--- src/rtl/pairfetch_pkg.sv ---
// Shared widths and types for the paired-instruction fetch sequencer.
// Assumes two equal-width instructions per memory word.
package pairfetch_pkg;
    localparam int OP_W    = 8;
    localparam int ADDR_W  = 12;
    localparam int INSTR_W = OP_W + ADDR_W;
    localparam int HALVES  = 2;
    localparam int WORD_W  = HALVES * INSTR_W;

    typedef struct packed {
        logic [OP_W-1:0]   op;
        logic [ADDR_W-1:0] addr;
    } instr_t;

    typedef enum logic [2:0] {
        ST_FETCH,
        ST_WAIT,
        ST_SPLIT,
        ST_EXEC,
        ST_HALT
    } state_t;
endpackage

--- src/rtl/pairfetch_split.sv ---
// Splits a buffered memory word into its left (upper) and right (lower)
// instructions. Purely combinational; assumes HALVES instructions per word.
module pairfetch_split
    import pairfetch_pkg::*;
(
    input  logic [WORD_W-1:0] word_i,
    output instr_t            left_o,
    output instr_t            right_o
);
    instr_t half [HALVES];

    // slice each instruction out of the word, lowest half first
    for (genvar g = 0; g < HALVES; g++) begin : g_half
        assign half[g] = word_i[g*INSTR_W +: INSTR_W];
    end

    assign right_o = half[0];
    assign left_o  = half[HALVES-1];
endmodule

--- src/rtl/pairfetch_pc.sv ---
// Program counter over instruction-pair (word) addresses. Loads on a jump,
// increments on a memory read, and flags values outside the memory.
// Assumes load and increment are never requested together.
module pairfetch_pc
    import pairfetch_pkg::*;
#(
    parameter int MEM_WORDS = 1000
) (
    input  logic              clk,
    input  logic              rst_n,
    input  logic              inc_i,
    input  logic              load_i,
    input  logic [ADDR_W-1:0] load_val_i,
    output logic [ADDR_W-1:0] pc_o,
    output logic              oob_o
);
    localparam logic [ADDR_W-1:0] LIMIT = ADDR_W'(MEM_WORDS);

    logic [ADDR_W-1:0] pc_q;

    // counter register: jump load has priority over the read increment
    always_ff @(posedge clk) begin
        if (!rst_n)      pc_q <= '0;
        else if (load_i) pc_q <= load_val_i;
        else if (inc_i)  pc_q <= pc_q + 1'b1;
    end

    assign pc_o  = pc_q;
    assign oob_o = (pc_q >= LIMIT);


    pc_inc_in_range_chk: assert property (@(posedge clk) disable iff (!rst_n)
        inc_i |-> !oob_o);
endmodule

--- src/rtl/pairfetch_ctrl.sv ---
// Fetch/execute sequencer. Holds the memory buffer, instruction, address
// and instruction buffer registers and the buffer-valid flag. Drives the
// memory read and the handshake to the execute stage.
// Assumes a memory with exactly one clock of read latency.
module pairfetch_ctrl
    import pairfetch_pkg::*;
(
    input  logic              clk,
    input  logic              rst_n,
    input  logic [ADDR_W-1:0] pc_i,
    input  logic              pc_oob_i,
    output logic              pc_inc_o,
    output logic              pc_load_o,
    output logic              mem_rd_en_o,
    input  logic [WORD_W-1:0] mem_rdata_i,
    output logic [WORD_W-1:0] mbr_o,
    input  instr_t            left_i,
    input  instr_t            right_i,
    output logic              issue_valid_o,
    output logic [OP_W-1:0]   issue_opcode_o,
    output logic [ADDR_W-1:0] issue_addr_o,
    input  logic              exec_done_i,
    input  logic              exec_jump_i,
    input  logic              exec_jump_right_i,
    output logic              fault_o
);
    state_t            state_q;
    logic [WORD_W-1:0] mbr_q;
    logic [OP_W-1:0]   ir_q;
    logic [ADDR_W-1:0] mar_q;
    instr_t            ibr_q;
    logic              bufv_q;
    logic              ronly_q;
    logic              fault_q;
    logic              jump_taken;

    // memory read when the buffer is empty and the counter is in range
    always_comb begin
        mem_rd_en_o = (state_q == ST_FETCH) && !bufv_q && !pc_oob_i;
        jump_taken  = (state_q == ST_EXEC) && exec_done_i
                      && (exec_jump_i || exec_jump_right_i);
    end

    assign pc_inc_o       = mem_rd_en_o;
    assign pc_load_o      = jump_taken;
    assign mbr_o          = mbr_q;
    assign issue_valid_o  = (state_q == ST_EXEC);
    assign issue_opcode_o = ir_q;
    assign issue_addr_o   = mar_q;
    assign fault_o        = fault_q;

    // sub-cycle sequencing and register transfers
    always_ff @(posedge clk) begin
        if (!rst_n) begin
            state_q <= ST_FETCH;
            mbr_q   <= '0;
            ir_q    <= '0;
            mar_q   <= '0;
            ibr_q   <= '0;
            bufv_q  <= 1'b0;
            ronly_q <= 1'b0;
            fault_q <= 1'b0;
        end else begin
            case (state_q)
                ST_FETCH: begin
                    if (bufv_q) begin
                        ir_q    <= ibr_q.op;
                        mar_q   <= ibr_q.addr;
                        bufv_q  <= 1'b0;
                        state_q <= ST_EXEC;
                    end else if (pc_oob_i) begin
                        fault_q <= 1'b1;
                        state_q <= ST_HALT;
                    end else begin
                        state_q <= ST_WAIT;
                    end
                end
                ST_WAIT: begin
                    mbr_q   <= mem_rdata_i;
                    state_q <= ST_SPLIT;
                end
                ST_SPLIT: begin
                    if (ronly_q) begin
                        ir_q    <= right_i.op;
                        mar_q   <= right_i.addr;
                        ronly_q <= 1'b0;
                    end else begin
                        ir_q    <= left_i.op;
                        mar_q   <= left_i.addr;
                        ibr_q   <= right_i;
                        bufv_q  <= 1'b1;
                    end
                    state_q <= ST_EXEC;
                end
                ST_EXEC: begin
                    if (exec_done_i) begin
                        state_q <= ST_FETCH;
                        if (jump_taken) begin
                            bufv_q  <= 1'b0;
                            ronly_q <= exec_jump_right_i;
                        end
                    end
                end
                default: state_q <= ST_HALT;
            endcase
        end
    end


    fault_sticky_chk: assert property (@(posedge clk) disable iff (!rst_n)
        fault_o |=> fault_o);

    no_read_after_fault_chk: assert property (@(posedge clk) disable iff (!rst_n)
        fault_o |-> (!mem_rd_en_o && !issue_valid_o));

    issue_hold_chk: assert property (@(posedge clk) disable iff (!rst_n)
        (issue_valid_o && !exec_done_i) |=>
        (issue_valid_o && $stable(issue_opcode_o) && $stable(issue_addr_o)));

    single_read_chk: assert property (@(posedge clk) disable iff (!rst_n)
        mem_rd_en_o |=> (!mem_rd_en_o && !issue_valid_o));

    buffered_no_read_chk: assert property (@(posedge clk) disable iff (!rst_n)
        (issue_valid_o && exec_done_i && !exec_jump_i && !exec_jump_right_i && bufv_q)
        |=> !mem_rd_en_o);
endmodule

--- src/rtl/pairfetch_seq.sv ---
// Top of the paired-instruction fetch sequencer: wires the program
// counter, the sequencer and the word splitter. The memory sits outside
// and answers one clock after mem_rd_en.
module pairfetch_seq
    import pairfetch_pkg::*;
#(
    parameter int MEM_WORDS = 1000
) (
    input  logic              clk,
    input  logic              rst_n,
    output logic              mem_rd_en,
    output logic [ADDR_W-1:0] mem_addr,
    input  logic [WORD_W-1:0] mem_rdata,
    output logic              issue_valid,
    output logic [OP_W-1:0]   issue_opcode,
    output logic [ADDR_W-1:0] issue_addr,
    input  logic              exec_done,
    input  logic              exec_jump,
    input  logic              exec_jump_right,
    input  logic [ADDR_W-1:0] exec_target,
    output logic              fault
);
    logic [ADDR_W-1:0] pc;
    logic              pc_oob;
    logic              pc_inc;
    logic              pc_load;
    logic [WORD_W-1:0] mbr;
    instr_t            left_w;
    instr_t            right_w;

    pairfetch_pc #(.MEM_WORDS(MEM_WORDS)) u_pc (
        .clk        (clk),
        .rst_n      (rst_n),
        .inc_i      (pc_inc),
        .load_i     (pc_load),
        .load_val_i (exec_target),
        .pc_o       (pc),
        .oob_o      (pc_oob)
    );

    pairfetch_ctrl u_ctrl (
        .clk               (clk),
        .rst_n             (rst_n),
        .pc_i              (pc),
        .pc_oob_i          (pc_oob),
        .pc_inc_o          (pc_inc),
        .pc_load_o         (pc_load),
        .mem_rd_en_o       (mem_rd_en),
        .mem_rdata_i       (mem_rdata),
        .mbr_o             (mbr),
        .left_i            (left_w),
        .right_i           (right_w),
        .issue_valid_o     (issue_valid),
        .issue_opcode_o    (issue_opcode),
        .issue_addr_o      (issue_addr),
        .exec_done_i       (exec_done),
        .exec_jump_i       (exec_jump),
        .exec_jump_right_i (exec_jump_right),
        .fault_o           (fault)
    );

    pairfetch_split u_split (
        .word_i  (mbr),
        .left_o  (left_w),
        .right_o (right_w)
    );

    assign mem_addr = pc;
endmodule

--- config.mk ---
export PLATFORM = sky130hd
export DESIGN_NAME = pairfetch_seq
export DESIGN_NICKNAME = d
export VERILOG_FILES = /design/src/rtl/pairfetch_pkg.sv /design/src/rtl/pairfetch_split.sv /design/src/rtl/pairfetch_pc.sv /design/src/rtl/pairfetch_ctrl.sv /design/src/rtl/pairfetch_seq.sv
export SDC_FILE = /design/constraint.sdc
export NUM_CORES = 1
export LEC_CHECK = 0
export ABC_CLOCK_PERIOD_IN_PS = 1700
export BUFFER_PORTS_ARGS = -buffer_cell sky130_fd_sc_hd__buf_2
export CORE_UTILIZATION = 49
export DETAILED_ROUTE_END_ITERATION = 10
export GPL_TIMING_DRIVEN = 1
export HOLD_SLACK_MARGIN = 0.1
export PLACE_DENSITY = 0.76
export SETUP_SLACK_MARGIN = 0.15
export SYNTH_ARGS = -nofsm -noshare
export SYNTH_HDL_FRONTEND = slang
export SYNTH_SLANG_ARGS = --single-unit
--- constraint.sdc ---
create_clock -name clk -period 1.7 [get_ports clk]
set_clock_uncertainty 0.15 [all_clocks]
set_input_delay 0.085 -clock clk [delete_from_list [all_inputs] [get_ports clk]]
set_output_delay 0.085 -clock clk [all_outputs]
set_load 0.05 [all_outputs]
**Word-level counts from Yosys, hierarchy flattened**

Index checks and enable logic that the tools add are counted.
Widths: inputs -> output; s select.

- Bits in registers: 98
- Input port bits: 57
- Output and inout bits: 35
- Word-level logic and storage cells: 57

- Add/subtract/negate cells: 1
- Magnitude comparators: 1
- Equal/unequal tests: 7
- Mux-type cells: 19
- Bitwise gates (word level): 2
- Reductions and logical operators: 17

Operators with widths:

| operator | count |
|---|---|
| $mux 12 | 4 |
| $pmux 12 s2 | 1 |
| $mux 8 | 2 |
| $pmux 8 s2 | 1 |
| $add 12x1->12 const B | 1 |
| $ge 12x10->1 const B | 1 |
| $pmux 3 s4 | 1 |
| $mux 3 | 3 |
| $eq 3x2->1 const B | 2 |
| $ne 2x1->1 const B | 3 |
| $reduce_and 3->1 | 2 |
| $reduce_bool 2->1 | 3 |
| $mux 1 | 5 |
| $logic_and 1x1->1 | 4 |
| $reduce_and 2->1 | 2 |
| $reduce_and 4->1 | 1 |
| $eq 3x1->1 const B | 1 |
| $logic_not 3->1 | 1 |
| $pmux 1 s3 | 1 |
| $reduce_bool 3->1 | 1 |
| $logic_not 1->1 | 2 |
| $ne 2x2->1 const B | 1 |
| $not 1->1 | 2 |
| $pmux 1 s2 | 1 |
| $logic_or 1x1->1 | 1 |

**Logic depth before layout (Yosys ltp)**

Gate-level depths: netlist of the first run.

- Depth after elaboration: 6
- Gate-level depth with buffers: 6
- Depth with buffers taken out: 4

**Hierarchy**

Synthesis of the first run repeated with hierarchy kept, for this count alone.

- Cell total of the unflattened synthesis: 543
- Area total of the unflattened synthesis: 4600.7 µm²

By module, submodules not included:

| module | times used | cells each | area an instance (µm²) | seq. area each (µm²) |
|---|---|---|---|---|
| pairfetch_ctrl | 1 | 417 | 3601.0 | 1721.7 |
| pairfetch_pc | 1 | 86 | 699.4 | 240.2 |
| pairfetch_split | 1 | 40 | 300.3 | 0.0 |

**Worst setup path after synthesis of the first run**

Ideal clock, no wire load.

- Kind: register -> register
- Start point: register u_pc.pc_q[3], in the netlist u_pc.pc_o[3]
- End point: register u_pc.pc_q[4], in the netlist u_pc.pc_o[4]
- Library setup time: 0.091 ns
- Data arrival time: 1.765 ns
- Data required time: 1.459 ns
- Slack: -0.306 ns
- Stages on the path, launching flop included: 5
- Path buffers: 0
- Cells stage by stage: dfxtp_1 -> o211ai_2 -> o21ai_0 -> or4_1 -> a311oi_1

- Longest elaborated chain between the ends: 4
- Elaborated cells on any way between the ends: 7

Ends and longest elaborated chain:

| what | line | RTL |
|---|---|---|
| start, declared | pairfetch_pc.sv:19 | `logic [ADDR_W-1:0] pc_q;` |
| start signal, assigned | pairfetch_pc.sv:24 | `else if (load_i) pc_q <= load_val_i;` |
| start signal, assigned | pairfetch_pc.sv:25 | `else if (inc_i) pc_q <= pc_q + 1'b1;` |
| $ge 12x10->1 | pairfetch_pc.sv:29 | `assign oob_o = (pc_q >= LIMIT);` |
| $logic_not 1->1 | pairfetch_ctrl.sv:39 | `mem_rd_en_o = (state_q == ST_FETCH) && !bufv_q && !pc_oob_i;` |
| $logic_and 1x1->1 | pairfetch_ctrl.sv:39 |  |
| $reduce_bool 2->1 (no source line) | - |  |

Several ways; a longest one is shown, not always the timed one. The select of a mux whose other input is x is not followed.
A chain may end at the register's enable or synchronous reset.

**Worst setup path in the final report of the first run**

- Start point: register u_ctrl.bufv_q
- End point: register u_pc.pc_q[3], in the netlist u_pc.pc_o[3]

- Longest elaborated chain between the ends: 4

Ends and longest elaborated chain:

| what | line | RTL |
|---|---|---|
| start, declared | pairfetch_ctrl.sv:32 | `logic bufv_q;` |
| start signal, assigned | pairfetch_ctrl.sv:60 | `bufv_q <= 1'b0;` |
| start signal, assigned | pairfetch_ctrl.sv:69 | `bufv_q <= 1'b0;` |
| start signal, assigned | pairfetch_ctrl.sv:91 | `bufv_q <= 1'b1;` |
| $logic_not 1->1 | pairfetch_ctrl.sv:39 |  |
| $logic_and 1x1->1 (2 in series) | pairfetch_ctrl.sv:39 |  |
| $reduce_bool 2->1 (no source line) | - |  |

No other way between the ends.

==> impl_metrics.toml, run 1 <==
[synth]
synth.cell_area_um2 = 4140
yosysSeqAreaShare_pct = 47.4
synth_top_area_share_pct = 47.4
yosysMostFrequentCell = "nand2_1"
ys_ff_latch = 98
ys_types = 42
synth_nets = 594
synthArstFlopShare_pct = 0
synthTopCellsByArea = "dfxtp_1 47%, nand2_1 12%, a21oi_1 8.6%"
avgSynthCellArea_um2 = 7.74
synth_common_cells = "131 x nand2_1, 98 x dfxtp_1, 71 x a21oi_1"
yosys_warnings = 0
ys.flop_type = "dfxtp_1"
synthCells = 535
synth_edf_count = 0
synth_top_cell_by_area = "dfxtp_1"

[clock_network]
root_buffer = "clkbuf_8"
cts_tree = "yes"
htreeDepth = 3
numCtsBuffers = 9
clkSinkCount = 98
path_clk_slew_ns = 0.10
clk_path_buf_depth = 2
clk_latency_ns = 0.37

[sta]
worstMarginPinSlew_ns = 0.372
drv_slew = 0
setup_slack_ns = -0.142
setup-violations-final = 63
hold_viol = 0
fmax_mhz = 543
fin_crit_ns = 1.84
rsz0062_at_grt = "yes"
relSlewSlack_pct = 74.5
fin_crit_sh_pct = 108

[pwr]
vdd_ir_drop_max_mv = 0.777
powerDensity_nw_per_um2 = 1030
power_leakage_nw = 2.55

[placed_design]
hpwl_um = 6810
dp_cells = 719
io_buffer_count = 91
dpl_cell_area_um2 = 4890
gp_routability_congestion = 0.840
post-place-ws_ns = -0.104

[setup_path]
cp-start-kind = "register"
endpoint_kind = "register"
path_buf_inv = 1
crit_type = "reg -> reg"
slowest_stage = "or4_4"
worstPathRequired_ns = 1.86
slowest_delay_ns = 0.47
cp.arrival_ns = 2.00
critPathMaxFanout = 6
path_delay_family = "simple AND/OR/NAND/NOR gates"
crit_chain = "nor4_4, o211ai_4, buf_6, or4_4, a31oi_1"

[status]
outcome = "finished, violations left"
violations = "setup timing"

[grt]
grt_overflow = 0
antenna_found_initial = 0
grt_first_pass_wirelength_um = 19000
grt_max_degree = 67
grt_pass1_vias = 4086
grt_usage_pct = 27.8

[final_layout]
drive_gt1_share_pct = 35.3
final_cell_area_um2 = 6440
diodes = 0
final_util_pct = 78.4
fin_nets = 763
areaGrowthSynthToFinish_pct = 55.6
fin_cells = 814

[drt]
drtIter0Drc = 306
via_per_inst = 5.63
dr.pass1.iters = 6
ant_nets = 0
remaining_drc_errors = 0
dr_total_vias = 4579
routedWlPerCell_um = 17.5
totalWireLength_um = 14200

[die]
core_um2 = 8220
die_y_um = 93.9
initial_utilization_pct = 50.4
die-area_um2 = 8820
die_w_um = 93.9
num_rows = 33
io_pins = 92

[hold_path]
hp-class = "in -> reg"

[run]
cap_violations = 0
==> registers in the layout (all words and copies together) (netlist names) <==
signal	count
u_ctrl.mbr_o	40
u_ctrl.ibr_q	20
u_ctrl.issue_addr_o	12
u_pc.pc_o	12
u_ctrl.issue_opcode_o	8
u_ctrl.state_q	3
u_ctrl.bufv_q	1
u_ctrl.fault_o	1
u_ctrl.ronly_q	1
==> area by class of cell <==
class                   instances  area [um2]
repair buffers                196        1670
flip-flops and latches         98        2000
clock buffers                  11         153
clock inverters                 5        60.1
multi-input cells             372        2320
inverters                      27         104
well taps                     105         131
fillers                       490        1770
==> through the flow <==
step	power [mW]	hold slack, ns	setup TNS [ns]
6_report	6.65	0.245	-2.66
5_1_grt	6.89	0.267	-7.11
4_1_cts	6.20	0.212	-0.520
3_5_place_dp	4.30	0.182	-0.689
3_3_place_gp	4.26	0.175	-0.232
2_1_floorplan	3.83	0.0635	-0.217
==> placed cells by master (no fill, tap or decap), types with 3 or more instances in the layout <==
cell             n
buf_4           22
nand3_1          5
nor2_4           3
or4_1            3
o22ai_2         13
mux2i_1         21
a21oi_1         54
clkbuf_8         9
a21oi_2         17
o21ai_0          8
nand2_4          4
buf_2           89
nand2_1        122
dfxtp_4          9
nand2_2          5
buf_6           15
o22ai_4          6
nor2_1          37
a31oi_1          4
dlygate4sd3_1   55
o31ai_1          4
dfxtp_2          7
nor3_2           5
dfxtp_1         82
inv_1           25
buf_12           7
or3_1            3
nor2_2           8
nor3_1          16
clkbuf_16        5
buf_16           3
==> cell families after synthesis <==
kind of cell    after synthesis  synth area share (%)
xor+xnor                      1                 0.212
flops                        98                  47.4
compound gates              122                  17.2
fa+ha+maj                     2                 0.604
simple gates                225                  23.0
mux                          21                  5.08
buf+inv                      66                  6.53
==> metal layers <==
| layer | track usage (%) | routed length, um | up-vias |
|---|---|---|---|
| li1 | - | - | 2137 |
| met1 | 32.9 | 5480 | 2130 |
| met2 | 49.4 | 7180 | 247 |
| met3 | 4.94 | 889 | 65 |
| met4 | 11.0 | 682 | 0 |
| met5 | 0 | 0 | - |
==> worst register-to-register path: cells and delay by family, from the launching register on <==
| kind | cells | cell delay [ns] |
|---|---|---|
| AND/OR/NAND/NOR | 2 | 0.82 |
| flip-flops | 1 | 0.35 |
| AO/OA/AOI/OAI | 2 | 0.29 |
| buffers and inverters | 1 | 0.16 |
==> path summary, 6_finish.rpt <==
path | slack, ns | to | cells after the start | from
setup reg to reg | -0.14 | u_pc.pc_o[3] | 5 | u_ctrl.bufv_q
setup / recovery | -0.14 | u_pc.pc_o[3] | 5 | u_ctrl.bufv_q
hold reg to reg | 0.31 | u_ctrl.mbr_o[32] | 2 | u_ctrl.mbr_o[32]
hold / removal | 0.24 | u_ctrl.bufv_q | 5 | exec_jump
==> timing repair <==
action,CTS,global route
gates resized for setup,37,78
buffers inserted,6,8
gates cloned,4,6
pin swaps,11,46
endpoints found under the hold margin,56,0
setup endpoints to repair,97,99
hold buffers,55,0
==> power breakdown <==
part	leakage (nW)	switching, mW	internal [mW]	total [mW]
logic	1.63	1.39	0.973	2.36
clock network	0.105	0.839	0.776	1.62
registers	0.809	0.166	2.51	2.68
total	2.55	2.39	4.26	6.65
No activity file was read; power rests on OpenSTA's default activity.
==> run 2: changes to the inputs <==
BUFFER_PORTS_ARGS = -buffer_cell sky130_fd_sc_hd__buf_4   (was -buffer_cell sky130_fd_sc_hd__buf_2)
==> run 2 against run 1 <==
Against the previous run: the flow still finishes with violations (setup timing); clock-buffer cell count shrank 2; utilization grew 15 points; flip-flop and latch count stayed put; critical endpoint is now u_pc.pc_o[4].
==> impl_metrics.toml, run 2 (synthesized netlist as in run 1, its figures left out) <==
[setup_path]
rrSetupSlack_ns = -0.35
endpoint_kind = "register"
worstPathRequired_ns = 1.83
critPathMaxFanout = 3
crit_type = "reg -> reg"
reg2reg_from = "u_ctrl.state_q[0]"
cp-start-kind = "register"
reg2regPathDepth = 6
r2r-end = "u_pc.pc_o[4]"
cp.arrival_ns = 2.19

[final_layout]
largest_reg_flops = 40
fillers = 219
mostFrequentLayoutCell = "buf_4"
diodes = 0
fin_cells = 835
final_cell_mix = "108 x buf_4, 83 x dfxtp_1, 71 x nand2_1"
fin_nets = 785
drive_gt1_share_pct = 52.7
areaGrowthSynthToFinish_pct = 85.7
final_util_pct = 93.6

[sta]
fin_crit_ns = 2.05
setup_tns_ns = -13.21
setup-violations-final = 93
fmax_mhz = 487
relSlewSlack_pct = 65.6
fin_crit_sh_pct = 121
rsz0062_at_grt = "yes"
drv_slew = 0
worstMarginPinSlew_ns = 0.502
hold_viol = 0
setup_slack_ns = -0.353

[clock_network]
clkSinkCount = 98
path_clk_slew_ns = 0.11
numCtsBuffers = 9
root_buffer = "clkbuf_8"
clk_path_buf_depth = 2
htreeDepth = 3
clk_latency_ns = 0.40
cts_tree = "yes"

[grt]
grt_usage_pct = 31.8
grt_first_pass_wirelength_um = 21300
grt_pass1_vias = 4394
grt_overflow = 0
antenna_found_initial = 0
grt_max_degree = 44

[drt]
totalWireLength_um = 22000
drtIter0Drc = 679
dr_total_vias = 5500
remaining_drc_errors = 0
via_per_inst = 6.59
dr.pass1.iters = 8
ant_nets = 0
routedWlPerCell_um = 26.3

[hold_path]
hp-class = "reg -> reg"
holdPathEnd = "u_pc.pc_o[10]"
min-delay-start = "u_pc.pc_o[10]"
holdPathStages = 2

[die]
num_rows = 33
die_w_um = 93.9
initial_utilization_pct = 50.4
die_y_um = 93.9
core_um2 = 8220
die-area_um2 = 8820
io_pins = 92

[placed_design]
post-place-ws_ns = -0.0912
hpwl_um = 7210
dp_cells = 721
io_buffer_count = 91
gp_routability_congestion = 0.877

[pwr]
powerDensity_nw_per_um2 = 982
power_leakage_nw = 3.08
vdd_ir_drop_max_mv = 0.785

[run]
cap_violations = 0

[status]
violations = "setup timing"
outcome = "finished, violations left"
[run 2: changes by cell type in the layout (fill, tap and decap cells not counted), moves of 7 or more]
| cell | change |
|---|---|
| a21oi_1 | -44 |
| a21oi_2 | +43 |
| buf_2 | -89 |
| buf_4 | +86 |
| buf_6 | +11 |
| nand2_1 | -51 |
| nand2_2 | +11 |
| nand2_4 | +40 |
| nor2_1 | -9 |
| nor2_4 | +13 |
| o22ai_2 | -7 |
| o22ai_4 | +7 |
[run 2: per-stage QoR]
stage	hold WS (ns)	power, mW	instance area, um2
final	0.333	7.55	7690
after floorplan	0.0635	3.83	4230
after detailed placement	0.190	4.41	5130
after global routing	0.346	7.69	7690
after global placement	0.180	4.37	5130
after CTS	0.131	6.37	6550
[run 2: repair_timing]
| action | in CTS | in global routing |
|---|---|---|
| setup endpoints to repair | 97 | 98 |
| pin swaps | 35 | 98 |
| hold endpoints to repair | 57 | 0 |
| gates cloned | 7 | 9 |
| setup buffers | 14 | 14 |
| hold buffers | 55 | 0 |
| resized for setup | 127 | 202 |
[run 2: metal layers]
layer  GRT usage, %  vias up  share of wire [%]
met2           57.4      507                 47
met3           4.77      188                 10
met4           16.3        0                9.5
met1           36.1     2625                 33
li1               -     2180                  -
met5              0        -                  0
[run 2: final cells by class]
type / count / area (um2) / share of cell area [%]
Sequential cell: 98 / 2010 / 26.1
Clock buffer: 9 / 124 / 1.61
Tap cell: 105 / 131 / 1.71
Inverter: 27 / 104 / 1.35
Timing Repair Buffer: 217 / 2240 / 29.2
Multi-Input combinational cell: 373 / 3040 / 39.5
Clock inverter: 6 / 43.8 / 0.569
[run 2: worst max-delay path by stage]
stage	to	depth (start not counted)	startpoint
3_5_place_dp	u_pc.pc_o[8]	6	u_ctrl.state_q[1]
3_3_place_gp	u_pc.pc_o[4]	5	u_ctrl.state_q[1]
6_report	u_pc.pc_o[4]	6	u_ctrl.state_q[0]
2_1_floorplan	u_pc.pc_o[3]	5	u_ctrl.state_q[0]
4_1_cts	u_pc.pc_o[2]	6	u_ctrl.state_q[1]
5_1_grt	u_pc.pc_o[4]	6	u_ctrl.state_q[0]
[run 2: worst max-delay path: stages (launching register included)]
cell and delay [ns]:
dfxtp_4 0.38, nor4_4 0.30, buf_4 0.19, buf_4 0.13, nand2_1 0.09, or4_1 0.42
a311oi_1 0.27
[run 2: power by group]
group | leakage (nW) | switching, mW | internal, mW
clock | 0.0854 | 0.940 | 0.531
combinational | 2.19 | 1.91 | 1.43
sequential | 0.809 | 0.236 | 2.51
total | 3.08 | 3.08 | 4.47
==> run 3: changes to the inputs <==
ABC_CLOCK_PERIOD_IN_PS = 2200   (was 1700)
CORE_UTILIZATION = 54   (was 49)
PLACE_DENSITY = 0.8   (was 0.76)
clock period = 2.2 ns   (was 1.7 ns; I/O delays follow)
==> run 3 against run 2 <==
Against the previous run: the run now ends clean; critical path type unchanged; critical endpoint is now u_pc.pc_o[6]; largest cell class is now sequential cells; clock-buffer cell count is 3 higher; power is 41% lower; via count is 24% lower; die area is 9.1% lower.
==> impl_metrics.toml, run 3 (synthesized netlist as in run 1, its figures left out) <==
[drt]
via_per_inst = 5.39
dr_total_vias = 4173
drtIter0Drc = 278
totalWireLength_um = 10800
dr.pass1.iters = 5
ant_nets = 0
remaining_drc_errors = 0
routedWlPerCell_um = 14.0

[run]
cap_violations = 0

[final_layout]
mostFrequentLayoutCell = "nand2_1"
drive_gt1_share_pct = 19.4
areaGrowthSynthToFinish_pct = 37.1
final_cell_mix = "130 x nand2_1, 105 x buf_4, 98 x dfxtp_1"
diodes = 0
largest_reg_flops = 40
multi_input_area_um2 = 1920
fillers = 493
seq_area_um2 = 1960
fin_nets = 729

[sta]
fin_crit_sh_pct = 90.6
relSlewSlack_pct = 59.2
hold_viol = 0
drv_slew = 0
setup_tns_ns = 0
worst_hold_slack_ns = 0.185
fmax_mhz = 501
worstMarginPinSlew_ns = 0.611
fin_crit_ns = 1.99
setup-violations-final = 0
rsz0062_at_grt = "no"

[die]
initial_utilization_pct = 56.5
num_rows = 31
die_y_um = 89.6
die_w_um = 89.6
core_um2 = 7330
die-area_um2 = 8020
io_pins = 92

[status]
outcome = "finished clean"

[setup_path]
critPathMaxFanout = 21
path_buf_inv = 0
path_delay_family = "simple AND/OR/NAND/NOR gates"
crit_chain = "or2b_1, or2_2, o311a_1, a32o_1"
crit_type = "reg -> reg"
slowest_delay_ns = 0.56
endpoint_kind = "register"
slowest_stage = "dfxtp_1"
cp-start-kind = "register"
cp.arrival_ns = 2.09
worstPathRequired_ns = 2.29
rrSetupSlack_ns = 0.21

[hold_path]
hp-class = "in -> reg"

[pwr]
vdd_ir_drop_max_mv = 0.392
power_leakage_nw = 2.19
powerDensity_nw_per_um2 = 784

[clock_network]
clk_latency_ns = 0.35
numCtsBuffers = 9
root_buffer = "clkbuf_8"
clk_path_buf_depth = 2
htreeDepth = 3
clkSinkCount = 98
path_clk_slew_ns = 0.08
cts_tree = "yes"

[grt]
antenna_found_initial = 0
grt_overflow = 0
grt_pass1_vias = 3773
grt_max_degree = 43
grt_usage_pct = 27.7
grt_first_pass_wirelength_um = 17100

[placed_design]
hpwl_um = 7030
gp_routability_congestion = 0.870
io_buffer_count = 91
-- run 3: changes by cell type in the layout (fill, tap and decap cells not counted), moves of 15 or more --
| cell | before | now |
|---|---|---|
| dfxtp_1 | 83 | 98 |
| nand2_2 | 16 | 1 |
| nor2_4 | 16 | 0 |
| a21oi_1 | 10 | 71 |
| nand2_1 | 71 | 130 |
| nor2_1 | 28 | 47 |
| o22ai_1 | 0 | 19 |
| a21oi_2 | 60 | 0 |
| nand2_4 | 44 | 0 |
| buf_6 | 26 | 0 |
-- run 3: worst paths after layout --
| check | endpoint | start | cells after the start |
|---|---|---|---|
| worst max register to register | u_pc.pc_o[6] | u_ctrl.state_q[0] | 4 |
| worst min register to register | u_ctrl.ibr_q[19] | u_ctrl.ibr_q[19] | 2 |
| worst max-delay path | u_pc.pc_o[6] | u_ctrl.state_q[0] | 4 |
| worst min-delay path | u_ctrl.bufv_q | exec_jump | 4 |
-- run 3: cell type report --
cell class                 count  share of cell area (%)
clock inverter                 4                   0.463
clock buffer                  12                    2.56
inverter                      27                    1.79
tap                           99                    2.18
multi-input combinational    371                    33.8
timing repair buffer         163                    24.6
sequential                    98                    34.6
-- run 3: per-stage QoR --
stage          power (mW)  utilization [%]  instances  setup WS, ns  cell area, um2
2_1_floorplan        2.94                -        535         0.194            4140
3_3_place_gp         3.30             67.3        701         0.291            4940
3_5_place_dp         3.34             67.3        701         0.193            4940
4_1_cts              4.43             77.2        772         0.162            5660
5_1_grt              4.67             77.4        774         0.164            5680
6_report             4.45             77.4        774         0.206            5680
-- run 3: layer usage --
layer  routed length, um  vias to the layer above  GRT usage [%]
met2                5400                      169           48.4
met4                 159                        0           7.94
met5                   0                        -              0
met3                 622                       26           4.16
met1                4650                     1915           35.5
li1                    -                     2063              -
-- run 3: worst reg2reg max path, delay by kind of cell, from the launching register on --
kind,cells,cell delay [ns]
compound gates,2,0.40
simple gates,2,0.79
flops,1,0.56
-- run 3: timing repair --
action | in CTS | in global routing
hold buffers | 55 | 0
resized for setup | 0 | 1
hold endpoints to repair | 56 | 0
setup buffers | 0 | 2
endpoints found under the setup margin | 0 | 23
-- run 3: where the power goes --
| part | total [mW] | leakage [nW] | switching [mW] | internal (mW) |
|---|---|---|---|---|
| sequential | 2.07 | 0.799 | 0.129 | 1.94 |
| combinational | 1.34 | 1.31 | 0.825 | 0.512 |
| clock | 1.05 | 0.0868 | 0.601 | 0.444 |
| total | 4.45 | 2.19 | 1.55 | 2.90 |
